--- src/rtl/strcmp_pkg.sv ---
package strcmp_pkg;

    typedef enum logic [2:0] {
        ST_IDLE   = 3'd0,
        ST_CHECK  = 3'd1,
        ST_RD_SRC = 3'd2,
        ST_RD_DST = 3'd3,
        ST_EXEC   = 3'd4
    } st_e;

    localparam logic [1:0] RP_NONE = 2'd0;
    localparam logic [1:0] RP_EQ   = 2'd1;
    localparam logic [1:0] RP_NE   = 2'd2;

    localparam int FL_CF = 0;
    localparam int FL_PF = 1;
    localparam int FL_AF = 2;
    localparam int FL_ZF = 3;
    localparam int FL_SF = 4;
    localparam int FL_OF = 5;
    localparam int FL_W  = 6;

    function automatic logic [2:0] size_bytes(input logic [1:0] sz);
        case (sz)
            2'd0:    return 3'd1;
            2'd1:    return 3'd2;
            default: return 3'd4;
        endcase
    endfunction

endpackage

--- src/rtl/strcmp_alu.sv ---
module strcmp_alu
    import strcmp_pkg::*;
#(
    parameter int OP_W = 32
) (
    input  logic [OP_W-1:0] a_i,
    input  logic [OP_W-1:0] b_i,
    input  logic [1:0]      size_i,
    output logic [FL_W-1:0] flags_o
);

    logic [OP_W:0]   diff;
    logic [OP_W-1:0] mask;
    logic [OP_W-1:0] res;
    logic            a_top, b_top, r_top, borrow;

    always_comb begin
        case (size_i)
            2'd0:    mask = OP_W'(8'hFF);
            2'd1:    mask = OP_W'(16'hFFFF);
            default: mask = '1;
        endcase
        diff = {1'b0, a_i & mask} - {1'b0, b_i & mask};
        res  = diff[OP_W-1:0] & mask;
        case (size_i)
            2'd0: begin
                a_top = a_i[7];  b_top = b_i[7];  r_top = res[7];  borrow = diff[8];
            end
            2'd1: begin
                a_top = a_i[15]; b_top = b_i[15]; r_top = res[15]; borrow = diff[16];
            end
            default: begin
                a_top = a_i[OP_W-1]; b_top = b_i[OP_W-1];
                r_top = res[OP_W-1]; borrow = diff[OP_W];
            end
        endcase
        flags_o        = '0;
        flags_o[FL_CF] = borrow;
        flags_o[FL_PF] = ~^res[7:0];
        flags_o[FL_AF] = a_i[3:0] < b_i[3:0];
        flags_o[FL_ZF] = (res == '0);
        flags_o[FL_SF] = r_top;
        flags_o[FL_OF] = (a_top != b_top) && (r_top != a_top);
    end

endmodule

--- src/rtl/strcmp_stepper.sv ---
module strcmp_stepper #(
    parameter int IDX_W    = 32,
    parameter int NARROW_W = 16
) (
    input  logic [IDX_W-1:0] idx_i,
    input  logic [2:0]       nbytes_i,
    input  logic             down_i,
    input  logic             wide_i,
    output logic [IDX_W-1:0] next_o,
    output logic             oob_o
);

    localparam logic [NARROW_W:0] LIMIT = {1'b0, {NARROW_W{1'b1}}};

    logic [IDX_W-1:0]  step;
    logic [IDX_W-1:0]  sum;
    logic [NARROW_W:0] last_byte;

    always_comb begin
        step      = down_i ? -IDX_W'(nbytes_i) : IDX_W'(nbytes_i);
        sum       = idx_i + step;
        next_o    = wide_i ? sum : {idx_i[IDX_W-1:NARROW_W], sum[NARROW_W-1:0]};
        last_byte = {1'b0, idx_i[NARROW_W-1:0]} + (NARROW_W+1)'(nbytes_i)
                    - (NARROW_W+1)'(1);
        oob_o     = !wide_i && (last_byte > LIMIT);
    end

endmodule

--- src/rtl/strcmp_unit.sv ---
module strcmp_unit
    import strcmp_pkg::*;
#(
    parameter int IDX_W    = 32,
    parameter int NARROW_W = 16,
    parameter int OP_W     = 32
) (
    input  logic             clk,
    input  logic             rst_n,
    input  logic             start,
    input  logic [1:0]       elem_sz,
    input  logic             addr_wide,
    input  logic             dir_down,
    input  logic [1:0]       rep_mode,
    input  logic [IDX_W-1:0] src_init,
    input  logic [IDX_W-1:0] dst_init,
    input  logic [IDX_W-1:0] cnt_init,
    output logic             mem_req,
    output logic [IDX_W-1:0] mem_addr,
    input  logic             mem_ready,
    input  logic [7:0]       mem_rdata,
    output logic [IDX_W-1:0] src_idx,
    output logic [IDX_W-1:0] dst_idx,
    output logic [IDX_W-1:0] cnt,
    output logic [FL_W-1:0]  flags,
    output logic             done,
    output logic             fault
);

    localparam int K_W = $clog2(OP_W / 8);

    typedef struct packed {
        st_e              st;
        logic [IDX_W-1:0] src;
        logic [IDX_W-1:0] dst;
        logic [IDX_W-1:0] cnt;
        logic [OP_W-1:0]  opa;
        logic [OP_W-1:0]  opb;
        logic [K_W-1:0]   k;
        logic [FL_W-1:0]  flags;
        logic             done;
        logic             fault;
        logic [1:0]       size;
        logic             wide;
        logic             down;
        logic [1:0]       rep;
    } regs_t;

    regs_t q, d;

    logic [2:0]            nbytes;
    logic [1:0][IDX_W-1:0] idx_cur, idx_nxt;
    logic [1:0]            oob;
    logic [FL_W-1:0]       alu_flags;
    logic [IDX_W-1:0]      fetch_base, fetch_addr, cnt_dec;
    logic                  cnt_dec_zero, init_zero, rep_on, last_byte, go_on;
    logic                  busy_w, a32_w;

    assign nbytes  = size_bytes(q.size);
    assign idx_cur = {q.dst, q.src};

    for (genvar g = 0; g < 2; g++) begin : g_step
        strcmp_stepper #(.IDX_W(IDX_W), .NARROW_W(NARROW_W)) u_step (
            .idx_i    (idx_cur[g]),
            .nbytes_i (nbytes),
            .down_i   (q.down),
            .wide_i   (q.wide),
            .next_o   (idx_nxt[g]),
            .oob_o    (oob[g])
        );
    end

    strcmp_alu #(.OP_W(OP_W)) u_alu (
        .a_i     (q.opa),
        .b_i     (q.opb),
        .size_i  (q.size),
        .flags_o (alu_flags)
    );

    always_comb begin
        fetch_base = (q.st == ST_RD_DST) ? q.dst : q.src;
        fetch_addr = fetch_base + IDX_W'(q.k);
        mem_req    = (q.st == ST_RD_SRC) || (q.st == ST_RD_DST);
        mem_addr   = q.wide ? fetch_addr
                            : {{(IDX_W-NARROW_W){1'b0}}, fetch_addr[NARROW_W-1:0]};
    end

    always_comb begin
        d            = q;
        d.done       = 1'b0;
        rep_on       = (q.rep == RP_EQ) || (q.rep == RP_NE);
        last_byte    = ({1'b0, q.k} == (nbytes - 3'd1));
        cnt_dec      = q.wide ? (q.cnt - IDX_W'(1))
                              : {q.cnt[IDX_W-1:NARROW_W], q.cnt[NARROW_W-1:0] - NARROW_W'(1)};
        cnt_dec_zero = q.wide ? (cnt_dec == '0) : (cnt_dec[NARROW_W-1:0] == '0);
        init_zero    = addr_wide ? (cnt_init == '0) : (cnt_init[NARROW_W-1:0] == '0);
        go_on        = 1'b0;
        case (q.st)
            ST_IDLE: begin
                if (start) begin
                    d.src   = src_init;
                    d.dst   = dst_init;
                    d.cnt   = cnt_init;
                    d.size  = elem_sz;
                    d.wide  = addr_wide;
                    d.down  = dir_down;
                    d.rep   = rep_mode;
                    d.fault = 1'b0;
                    if (((rep_mode == RP_EQ) || (rep_mode == RP_NE)) && init_zero) begin
                        d.done = 1'b1;
                    end else begin
                        d.st = ST_CHECK;
                    end
                end
            end
            ST_CHECK: begin
                if (|oob) begin
                    d.fault = 1'b1;
                    d.done  = 1'b1;
                    d.st    = ST_IDLE;
                end else begin
                    d.opa = '0;
                    d.opb = '0;
                    d.k   = '0;
                    d.st  = ST_RD_SRC;
                end
            end
            ST_RD_SRC: begin
                if (mem_ready) begin
                    d.opa[{q.k, 3'b000} +: 8] = mem_rdata;
                    d.k = q.k + K_W'(1);
                    if (last_byte) begin
                        d.k  = '0;
                        d.st = ST_RD_DST;
                    end
                end
            end
            ST_RD_DST: begin
                if (mem_ready) begin
                    d.opb[{q.k, 3'b000} +: 8] = mem_rdata;
                    d.k = q.k + K_W'(1);
                    if (last_byte) begin
                        d.k  = '0;
                        d.st = ST_EXEC;
                    end
                end
            end
            ST_EXEC: begin
                d.flags = alu_flags;
                d.src   = idx_nxt[0];
                d.dst   = idx_nxt[1];
                if (rep_on) d.cnt = cnt_dec;
                go_on = rep_on && !cnt_dec_zero &&
                        ((q.rep == RP_EQ) ? alu_flags[FL_ZF] : !alu_flags[FL_ZF]);
                if (go_on) begin
                    d.st = ST_CHECK;
                end else begin
                    d.done = 1'b1;
                    d.st   = ST_IDLE;
                end
            end
            default: d.st = ST_IDLE;
        endcase
    end

    always_ff @(posedge clk) begin
        if (!rst_n) q <= '0;
        else        q <= d;
    end

    assign busy_w  = (q.st != ST_IDLE);
    assign a32_w   = q.wide;
    assign src_idx = q.src;
    assign dst_idx = q.dst;
    assign cnt     = q.cnt;
    assign flags   = q.flags;
    assign done    = q.done;
    assign fault   = q.fault;

endmodule

--- config.mk ---
export PLATFORM = sky130hd
export DESIGN_NAME = strcmp_unit
export DESIGN_NICKNAME = d
export VERILOG_FILES = /design/src/rtl/strcmp_pkg.sv /design/src/rtl/strcmp_alu.sv /design/src/rtl/strcmp_stepper.sv /design/src/rtl/strcmp_unit.sv
export SDC_FILE = /design/constraint.sdc
export NUM_CORES = 1
export LEC_CHECK = 0
export ABC_AREA = 1
export BUFFER_PORTS_ARGS = -buffer_cell sky130_fd_sc_hd__buf_4
export CORE_ASPECT_RATIO = 1.5
export CORE_MARGIN = 5
export CORE_UTILIZATION = 40
export DETAILED_ROUTE_END_ITERATION = 7
export PLACE_DENSITY = 0.67
export SYNTH_ARGS = -nofsm -noshare
export SYNTH_HDL_FRONTEND = slang
export SYNTH_SLANG_ARGS = --single-unit
--- constraint.sdc ---
create_clock -name clk -period 4.1 [get_ports clk]
set_input_delay 0.615 -clock clk [delete_from_list [all_inputs] [get_ports clk]]
set_output_delay 0.615 -clock clk [all_outputs]
set_load 0.01 [all_outputs]
==> results of run 1 <==
==> registers in the layout, summed over array words and instances (netlist names) <==
name	flops
done	1
q	74
flags	6
a32_w	1
cnt	32
src_idx	32
dst_idx	32
fault	1
==> path summary, 6_finish.rpt <==
kind,cells past startpoint,slack (ns),endpoint,from
hold / removal,3,0.43,a32_w,addr_wide
setup reg to reg,21,0.41,dst_idx[19],q[5]
hold reg to reg,2,0.46,q[79],q[79]
setup / recovery,19,0.19,mem_addr[28],q[178]
==> kinds of logic (layout without fill, tap and decap cells) <==
kind of cell	after synthesis	in the layout	share of synthesized area (%)
other cells	0	4	0
buf+inv	594	717	14.6
fa+ha+maj	149	149	10.4
mux	1	1	0.0552
xor+xnor	83	83	4.01
simple gates	1452	1452	33.6
compound gates	570	570	17.6
flops	179	179	19.7
==> metal layers <==
layer,wire length (um),global-route usage (%),vias up
met5,13,0,-
met4,4310,14.7,2
met3,3180,3.90,216
met1,24000,26.9,9122
met2,34700,48.0,634
li1,-,-,10000
==> cells in the mapped netlist (5+ instances only) <==
cell and number:
nand3_1 126, nor2_1 362, xnor2_1 25, nand3b_1 9, o21ai_1 22, buf_4 104, nand2_1 752, a21oi_1 274
o211ai_1 23, o21a_1 7, nor2_2 6, buf_1 6, clkbuf_1 86, inv_1 371, o21ai_0 158, a221oi_1 21
xor2_1 58, and2_1 5, ha_1 145, nor3_2 6, nor3_1 79, nor4_1 23, or2_2 14, o221ai_1 12
a211oi_1 5, a31oi_1 20, o21ai_2 12, nand4_1 60, clkinv_1 5, inv_2 19, dfxtp_1 179
==> cell usage in the layout (no fill, tap or decap), types with 3 or more instances in the layout <==
| cell | synthesis | final |
|---|---|---|
| a211oi_1 | 5 | 5 |
| a21boi_0 | 4 | 3 |
| a21oi_1 | 274 | 273 |
| a221oi_1 | 21 | 21 |
| a31oi_1 | 20 | 20 |
| and2_1 | 5 | 5 |
| buf_4 | 104 | 286 |
| clkbuf_16 | 0 | 18 |
| clkinv_1 | 5 | 4 |
| clkinv_8 | 0 | 6 |
| dfxtp_1 | 179 | 175 |
| dfxtp_2 | 0 | 4 |
| diode_2 | 0 | 4 |
| fa_1 | 4 | 4 |
| ha_1 | 145 | 144 |
| inv_1 | 371 | 369 |
| inv_12 | 0 | 5 |
| inv_2 | 19 | 21 |
| nand2_1 | 752 | 751 |
| nand3_1 | 126 | 125 |
| nand3_2 | 2 | 3 |
| nand3b_1 | 9 | 9 |
| nand4_1 | 60 | 60 |
| nor2_1 | 362 | 357 |
| nor2_2 | 6 | 8 |
| nor2_4 | 1 | 4 |
| nor3_1 | 79 | 79 |
| nor3_4 | 0 | 4 |
| nor4_1 | 23 | 23 |
| o211ai_1 | 23 | 23 |
| o21a_1 | 7 | 7 |
| o21ai_0 | 158 | 155 |
| o21ai_1 | 22 | 24 |
| o21ai_2 | 12 | 13 |
| o221ai_1 | 12 | 12 |
| o31ai_1 | 4 | 4 |
| or2_2 | 14 | 14 |
| xnor2_1 | 25 | 25 |
| xor2_1 | 58 | 57 |
==> worst max-delay path, stage by stage (launching register included) <==
cell     delay, ns
dfxtp_2       0.34
inv_2         0.10
nand3_4       0.14
o21ai_2       0.14
ha_2          0.20
fa_1          0.18
inv_2         0.06
nor3_4        0.15
nand2_2       0.10
nor2_4        0.15
nand4_2       0.12
nor3_4        0.21
nand2_2       0.11
nor3_4        0.21
nand3_2       0.15
nor2_2        0.15
nand2_1       0.06
nand2_1       0.05
nor2_1        0.06
buf_4         0.14
==> what timing repair did <==
action,in CTS,in global routing
hold buffers,0,0
setup buffers,0,6
setup endpoints to repair,0,20
resized for setup,0,23
==> final cells by class <==
cell class / instances / area share (%)
clock inverter: 15 / 1.05
timing repair buffer: 290 / 10.8
antenna: 4 / 0.0484
tap: 582 / 3.52
inverter: 395 / 7.18
sequential: 179 / 17.3
multi-input combinational: 2255 / 58.0
clock buffer: 17 / 2.06
==> stage by stage <==
stage / std cells / setup TNS (ns) / total power, uW
2_1_floorplan: 3028 / 0 / 8020
3_3_place_gp: 3694 / 0 / 10400
3_5_place_dp: 3694 / 0 / 10400
4_1_cts: 3726 / 0 / 12200
5_1_grt: 3736 / -0.0129 / 13400
6_report: 3737 / 0 / 12300
==> power breakdown <==
part           internal [uW]  total [uW]  switching (uW)
Sequential              2090        2530             440
Clock                    856        1810             949
Combinational           2700        8000            5300
==> results.py, run 1 <==
metrics = {
    "run_status": {
        "status": "finished clean",
    },
    "global_route": {
        "grt_pass1_vias": 19400,
        "grtUsageTotal_pct": 25.7,
        "grt_antenna_before_repair": 5,
        "grt_max_degree": 85,
        "grt_pass1_wl_um": 103000,
        "overflow": 0,
    },
    "yosys": {
        "synth-edff-count": 0,
        "async_flop_share_pct": 0,
        "ys_ff_latch": 179,
        "synthDistinctLibCells": 52,
        "yosysSeqAreaShare_pct": 19.7,
        "syn_avg_cell_area_sq_um": 5.99,
        "synthFlopType": "dfxtp_1",
        "netlist_area_sq_mm": 0.0181,
        "synth_cells": 3028,
        "yosys_warnings": 0,
        "synthesis.nets": 3291,
        "synth_top_cell_by_area": "dfxtp_1",
        "synthDominantCellAreaShare_pct": 19.7,
        "synth_area_leaders": "dfxtp_1 (20%), nand2_1 (16%), ha_1 (10%), inv_1 (7.7%), a21oi_1 (7.6%)",
    },
    "placement": {
        "port_buffers": 250,
        "dp_hpwl_um": 52900,
        "dpl_cell_area_sq_mm": 0.0199,
        "gp_congestion": 1.00,
        "post-place-ws_ns": 0.245,
    },
    "critical_path": {
        "crit_type": "reg2out",
        "worstSetupStartpointType": "flop",
        "path_max_fanout": 6,
        "cp-end-kind": "output port",
        "critPathArrivalTime_ns": 3.30,
        "required_ns": 3.48,
    },
    "routing": {
        "num_vias": 20000,
        "drc": 0,
        "wl_per_cell_um": 17.7,
        "viasPerCell": 5.36,
        "drt-pass1-iter-count": 5,
        "first_iter_violations": 1173,
        "drt-total-wl_um": 66200,
        "antenna_left": 0,
    },
    "clock_tree": {
        "cts-root-buf": "clkbuf_16",
        "cts_tree": "built",
        "htreeDepth": 4,
        "numCtsBuffers": 17,
        "clk_pin_slew_worst_paths_ns": 0.08,
        "cts_buffer_depth": 2,
        "clk_latency_ns": 0.47,
        "cts.sinks": 179,
    },
    "layout": {
        "area_growth_pct": 14.0,
        "drive_above_1_share_pct": 12.9,
        "fillers": 4822,
        "final-seq-area_sq_mm": 0.00359,
        "fin_util_pct": 46.2,
        "nNetsFinal": 3401,
        "fin_area_sq_mm": 0.0207,
        "multi_input_area_sq_mm": 0.0120,
    },
    "floorplanning": {
        "die-area_sq_mm": 0.0498,
        "die_y_um": 271,
        "fp-row-count": 95,
        "coreArea_sq_mm": 0.0448,
        "start_util_pct": 40.5,
        "io_pins": 251,
        "die_w_um": 184,
    },
    "timing": {
        "setup_viol": 0,
        "maxSlewViolCount": 0,
        "period_minus_slack_ns": 3.91,
        "skew_ns": 0.0216,
        "fin_hold_ws_ns": 0.433,
        "timing.final.ws_setup_ns": 0.189,
        "fmax_mhz": 256,
        "worst_pin_slew_ns": 0.981,
        "finalCritPeriodShare_pct": 95.4,
        "finalHoldViolCount": 0,
        "relSlewSlack_pct": 34.6,
    },
    "power": {
        "cellPowerDensity_mw_per_mm2": 596,
        "vdd_drop_max_v": 0.000310,
        "leakagePower_uw": 0.00972,
    },
    "hold_path": {
        "holdCritPathClass": "in2reg",
    },
    "job": {
        "maxCapViolCount": 0,
    },
}
(Power assumes the default switching activity.)
==> run 2, diff against run 1 <==
Settings changed: PLACE_DENSITY 0.67 to 0.65, SETUP_SLACK_MARGIN set to 0.15.
Clock period 4.1 ns to 3.8 ns, I/O delays scaled along.
==> run 2 against run 1 <==
The flow now finishes with violations (negative setup slack). Count of clock-buffer cells in the layout is the same. Utilization up 2.2 points. Combinational power up 15%. Non-clock buffer count is 68 higher. Cell count is 1.8% higher. Die area did not move. Setup slack worse by 0.27 ns. Sequential cell count unchanged. Via count is 1.9% higher. Routed wire length is 5.9% higher. Final area increased by 4.7%. Power grew 13%. Critical path type unchanged. Largest cell class unchanged.
==> results.py, run 2 (same netlist as run 1, synthesis figures left out) <==
metrics = {
    "critical_path": {
        "cp_top_family": "simple AND/OR/NAND/NOR gates",
        "path_max_fanout": 6,
        "worstPathCellList": "nand3_4, o21ai_2, ha_2, fa_2, inv_2, nor3_4, nand2_2, nor2_4, nand4_4, nor3_4, nand2_2, nor3_4, nand3_2, nor2_2, nand2_1, nand2_1, nor2_1, buf_4",
        "cp-end-kind": "output port",
        "crit_path_max_incr_delay_ns": 0.39,
        "slowest_stage": "dfxtp_4",
        "r2r_start": "q[4]",
        "crit_buf_inv": 2,
        "crit_type": "reg2out",
        "worstSetupStartpointType": "flop",
        "critPathArrivalTime_ns": 3.32,
        "critPathLaunch": "q[176]",
        "cpMostUsedCell": "nor3_4",
        "required_ns": 3.23,
        "ff2ff_setup_slack_ns": 0.35,
    },
    "placement": {
        "gp_congestion": 0.982,
        "port_buffers": 250,
        "dpl.cell_count": 3732,
        "post-place-ws_ns": 0.0281,
        "dpl_cell_area_sq_mm": 0.0202,
        "dp_hpwl_um": 55700,
    },
    "clock_tree": {
        "clk_pin_slew_worst_paths_ns": 0.09,
        "cts_buffer_depth": 2,
        "cts.sinks": 179,
        "numCtsBuffers": 17,
        "htreeDepth": 4,
        "cts-root-buf": "clkbuf_16",
        "clk_latency_ns": 0.47,
        "cts_tree": "built",
        "cts_hold_buf": 0,
    },
    "power": {
        "cellPowerDensity_mw_per_mm2": 642,
        "leakagePower_uw": 0.0101,
        "vdd_drop_max_v": 0.000318,
    },
    "routing": {
        "num_vias": 20400,
        "drt-pass1-iter-count": 8,
        "first_iter_violations": 1185,
        "antenna_left": 0,
        "drc": 0,
        "drt-total-wl_um": 70100,
        "wl_per_cell_um": 18.4,
        "viasPerCell": 5.36,
    },
    "timing": {
        "period_minus_slack_ns": 3.89,
        "fin_hold_ws_ns": 0.387,
        "relSlewSlack_pct": 32.6,
        "fmax_mhz": 257,
        "worst_pin_slew_ns": 1.01,
        "timing.final.ws_setup_ns": -0.0851,
        "maxSlewViolCount": 0,
        "finalHoldViolCount": 0,
        "skew_ns": 0.0204,
        "setup_viol": 4,
        "rsz0062_at_grt": "yes",
        "finalCritPeriodShare_pct": 102,
    },
    "layout": {
        "mostFrequentLayoutCells": "nand2_1 (733), inv_1 (364), buf_4 (351), nor2_1 (331), a21oi_1 (265)",
        "layout_commonest_cell": "nand2_1",
        "final_cell_count_no_fill": 3806,
        "nNetsFinal": 3469,
        "regMostFlops": "q",
        "fin_area_sq_mm": 0.0217,
        "fillers": 4718,
        "drive_above_1_share_pct": 17.7,
        "largest_register_ffs": 74,
        "area_growth_pct": 19.4,
    },
    "global_route": {
        "grt_pass1_wl_um": 107000,
        "grt_antenna_before_repair": 8,
        "grtUsageTotal_pct": 26.9,
        "overflow": 0,
        "grt_max_degree": 74,
        "grt_pass1_vias": 20100,
    },
    "floorplanning": {
        "fp-row-count": 95,
        "die-area_sq_mm": 0.0498,
        "start_util_pct": 40.5,
        "coreArea_sq_mm": 0.0448,
        "die_w_um": 184,
        "io_pins": 251,
        "die_y_um": 271,
    },
    "run_status": {
        "status": "finished, violations left",
        "violations": "negative setup slack",
    },
    "job": {
        "maxCapViolCount": 0,
    },
    "hold_path": {
        "hp-start": "rep_mode[0]",
        "holdCritPathClass": "in2reg",
    },
}
==> run 2: changes by cell type in the layout (fill, tap and decap cells not counted), sizes merged <==
cell,change
buf,+68
bufbuf,+1
clkbuf,-1
clkinv,-2
diode,+1
inv,+2
==> run 2: power by group <==
| group | switching, uW | total (uW) | internal (uW) |
|---|---|---|---|
| Sequential | 453 | 2710 | 2260 |
| Combinational | 5970 | 9240 | 3280 |
| Clock | 1030 | 1950 | 924 |
==> run 2: path summary, 6_finish.rpt <==
path,endpoint,cells after the start
min reg2reg,q[70],2
min,q[0],3
max,mem_addr[28],18
max reg2reg,q[64],21
==> run 2: repair_timing <==
item / CTS / global route
cloned: 2 / 0
resized for setup: 31 / 111
pin swaps: 16 / 24
endpoints found under the setup margin: 18 / 120
buffers inserted: 23 / 12
==> run 2: stage by stage <==
step                      TNS (ns)  utilization, %  power [uW]
final                       -0.177            48.4       13900
after global routing         -1.18            48.4       15100
after CTS                        0            47.3       13500
after detailed placement         0            45.1       11400
after global placement           0            45.1       11300
after floorplan                  0               -        8670
==> run 2: tightest hold or removal path: cells and delay by family <==
family,cells,cell delay (ns)
buffers and inverters,1,0.11
and+or+nand+nor,2,0.13
==> run 2: final cells by class <==
class / instances / area [sq um] / share of cell area, %
Antenna cell: 5 / 12.5 / 0.0577
Clock buffer: 17 / 425 / 1.96
Clock inverter: 15 / 209 / 0.964
Inverter: 395 / 1490 / 6.88
Multi-Input combinational cell: 2255 / 12400 / 57.4
Sequential cell: 179 / 3600 / 16.6
Tap cell: 582 / 728 / 3.36
Timing Repair Buffer: 358 / 2780 / 12.8
==> run 2: routing by layer <==
metal / GRT usage (%) / vias to the layer above / wire [um]
met5: 0 / - / 40
met1: 27.3 / 9327 / 25000
li1: - / 10200 / -
met2: 50.2 / 650 / 36900
met3: 4.33 / 214 / 3320
met4: 17.2 / 6 / 4800
==> run 3, diff against run 2 <==
Settings changed: BUFFER_PORTS_ARGS -buffer_cell sky130_fd_sc_hd__buf_4 to -buffer_cell sky130_fd_sc_hd__buf_2.
==> run 3 against run 2 <==
The flow now finishes without violations. Hold slack lost 0.0025 ns. Sequential cell count is the same. Register-to-register slack improved by 0.03 ns. Non-clock buffer count decreased by 32. Largest cell class unchanged. Utilization decreased by 1.7 points. Sequential share of layout area up 0.59 points. Combinational power shrank 5.2%. Fmax is 5.5% higher. Global-route usage down 1.3 points. Cell count fell by 0.81%. Routed wire length decreased by 5.1%. Sequential power is essentially flat.
==> results.py, run 3 (same netlist as run 1, synthesis figures left out) <==
metrics = {
    "run_status": {
        "status": "finished clean",
    },
    "clock_tree": {
        "htreeDepth": 4,
        "cts-root-buf": "clkbuf_16",
        "cts.sinks": 179,
        "cts_buffer_depth": 2,
        "clk_pin_slew_worst_paths_ns": 0.09,
        "cts_hold_buf": 0,
        "clk_latency_ns": 0.47,
        "numCtsBuffers": 17,
        "cts_tree": "built",
    },
    "floorplanning": {
        "start_util_pct": 40.5,
        "io_pins": 251,
        "coreArea_sq_mm": 0.0448,
        "fp-row-count": 95,
        "die_w_um": 184,
        "die_y_um": 271,
        "die-area_sq_mm": 0.0498,
    },
    "routing": {
        "num_vias": 20200,
        "first_iter_violations": 1274,
        "viasPerCell": 5.34,
        "drc": 0,
        "antenna_left": 0,
        "wl_per_cell_um": 17.6,
        "drt-total-wl_um": 66500,
        "drt-pass1-iter-count": 5,
    },
    "global_route": {
        "grtUsageTotal_pct": 25.6,
        "grt_pass1_vias": 19800,
        "grt_antenna_before_repair": 9,
        "grt_pass1_wl_um": 103000,
        "grt_max_degree": 76,
        "overflow": 0,
    },
    "hold_path": {
        "holdCritPathClass": "in2reg",
    },
    "timing": {
        "skew_ns": 0.0178,
        "maxSlewViolCount": 0,
        "finalHoldViolCount": 0,
        "worst_pin_slew_ns": 0.954,
        "period_minus_slack_ns": 3.68,
        "fin_hold_ws_ns": 0.385,
        "finalCritPeriodShare_pct": 96.9,
        "fmax_mhz": 271,
        "final.setup.tns_ns": 0,
        "setup_viol": 0,
        "rsz0062_at_grt": "yes",
        "relSlewSlack_pct": 36.2,
    },
    "placement": {
        "port_buffers": 250,
        "gp_congestion": 0.967,
        "dpl_cell_area_sq_mm": 0.0194,
        "dp_hpwl_um": 52300,
    },
    "critical_path": {
        "required_ns": 3.23,
        "cp-end-kind": "output port",
        "critPathArrivalTime_ns": 3.11,
        "cpMostUsedCell": "buf_4",
        "path_max_fanout": 6,
        "worstPathCellList": "inv_2, nand3_4, buf_6, buf_4, o21ai_4, nand2_2, buf_4, buf_4, buf_4, buf_4, buf_4, nor2_1, nand4_1, buf_4, xor2_1, buf_2",
        "crit_type": "reg2out",
        "worstSetupStartpointType": "flop",
        "crit_path_max_incr_delay_ns": 0.33,
        "slowest_stage": "dfxtp_2",
    },
    "layout": {
        "drive_above_1_share_pct": 16.4,
        "layout_commonest_cell": "nand2_1",
        "regMostFlops": "q",
        "fin_util_pct": 46.7,
        "mostFrequentLayoutCells": "nand2_1 (733), inv_1 (366), nor2_1 (334), a21oi_1 (270), buf_2 (250)",
        "area_growth_pct": 15.2,
        "largest_register_ffs": 74,
        "fin_area_sq_mm": 0.0209,
        "nNetsFinal": 3437,
    },
    "job": {
        "maxCapViolCount": 0,
    },
    "power": {
        "leakagePower_uw": 0.00990,
        "cellPowerDensity_mw_per_mm2": 641,
        "vdd_drop_max_v": 0.000402,
    },
}
==> run 3: final timing paths <==
| kind | cells past startpoint | slack [ns] | to | start |
|---|---|---|---|---|
| max | 16 | 0.12 | mem_addr[13] | q[178] |
| min | 3 | 0.38 | cnt[2] | cnt_init[2] |
| max reg2reg | 23 | 0.38 | q[176] | q[5] |
| min reg2reg | 2 | 0.46 | q[1] | q[1] |
==> run 3: layout make-up <==
| type | instances | area, sq um |
|---|---|---|
| Tap cell | 582 | 728 |
| Multi-Input combinational cell | 2255 | 12500 |
| Timing Repair Buffer | 326 | 1970 |
| Inverter | 395 | 1490 |
| Antenna cell | 6 | 15.0 |
| Clock buffer | 17 | 425 |
| Clock inverter | 15 | 220 |
| Sequential cell | 179 | 3590 |
| Fill cell | 4813 | 23900 |
==> run 3: worst max-delay path, delay by kind of cell (launching register included) <==
kind	cells	cell delay, ns
simple gates	4	0.53
flops	1	0.33
compound gates	1	0.16
buf+inv	10	1.41
xor+xnor	1	0.22
==> run 3: metrics by stage <==
stage | setup WS, ns | std cells | power, uW
6_report | 0.116 | 3775 | 13400
5_1_grt | -0.0731 | 3775 | 14600
4_1_cts | 0.136 | 3760 | 13100
3_5_place_dp | 0.0293 | 3701 | 11100
3_3_place_gp | 0.115 | 3701 | 11100
2_1_floorplan | 0.0811 | 3028 | 8670
==> run 3: what timing repair did <==
item,4_1_cts,5_1_grt
buffers inserted,27,7
gates cloned,0,2
gates resized for setup,33,104
endpoints found under the setup margin,16,73
pin swaps,17,16
==> run 3: routing by layer <==
layer	GRT usage [%]	part of all wire (%)	vias to the layer above	wire length (um)
met4	16.6	7.0	6	4670
met3	4.18	5.1	229	3370
li1	-	-	10200	-
met2	47.0	52	660	34300
met1	26.4	36	9114	24100
met5	0	0.071	-	47
==> run 3: power breakdown <==
group | total, uW | switching, uW | internal [uW]
registers | 2710 | 453 | 2260
clock network | 1930 | 1000 | 923
logic | 8760 | 5800 | 2960
total | 13400 | 7250 | 6140
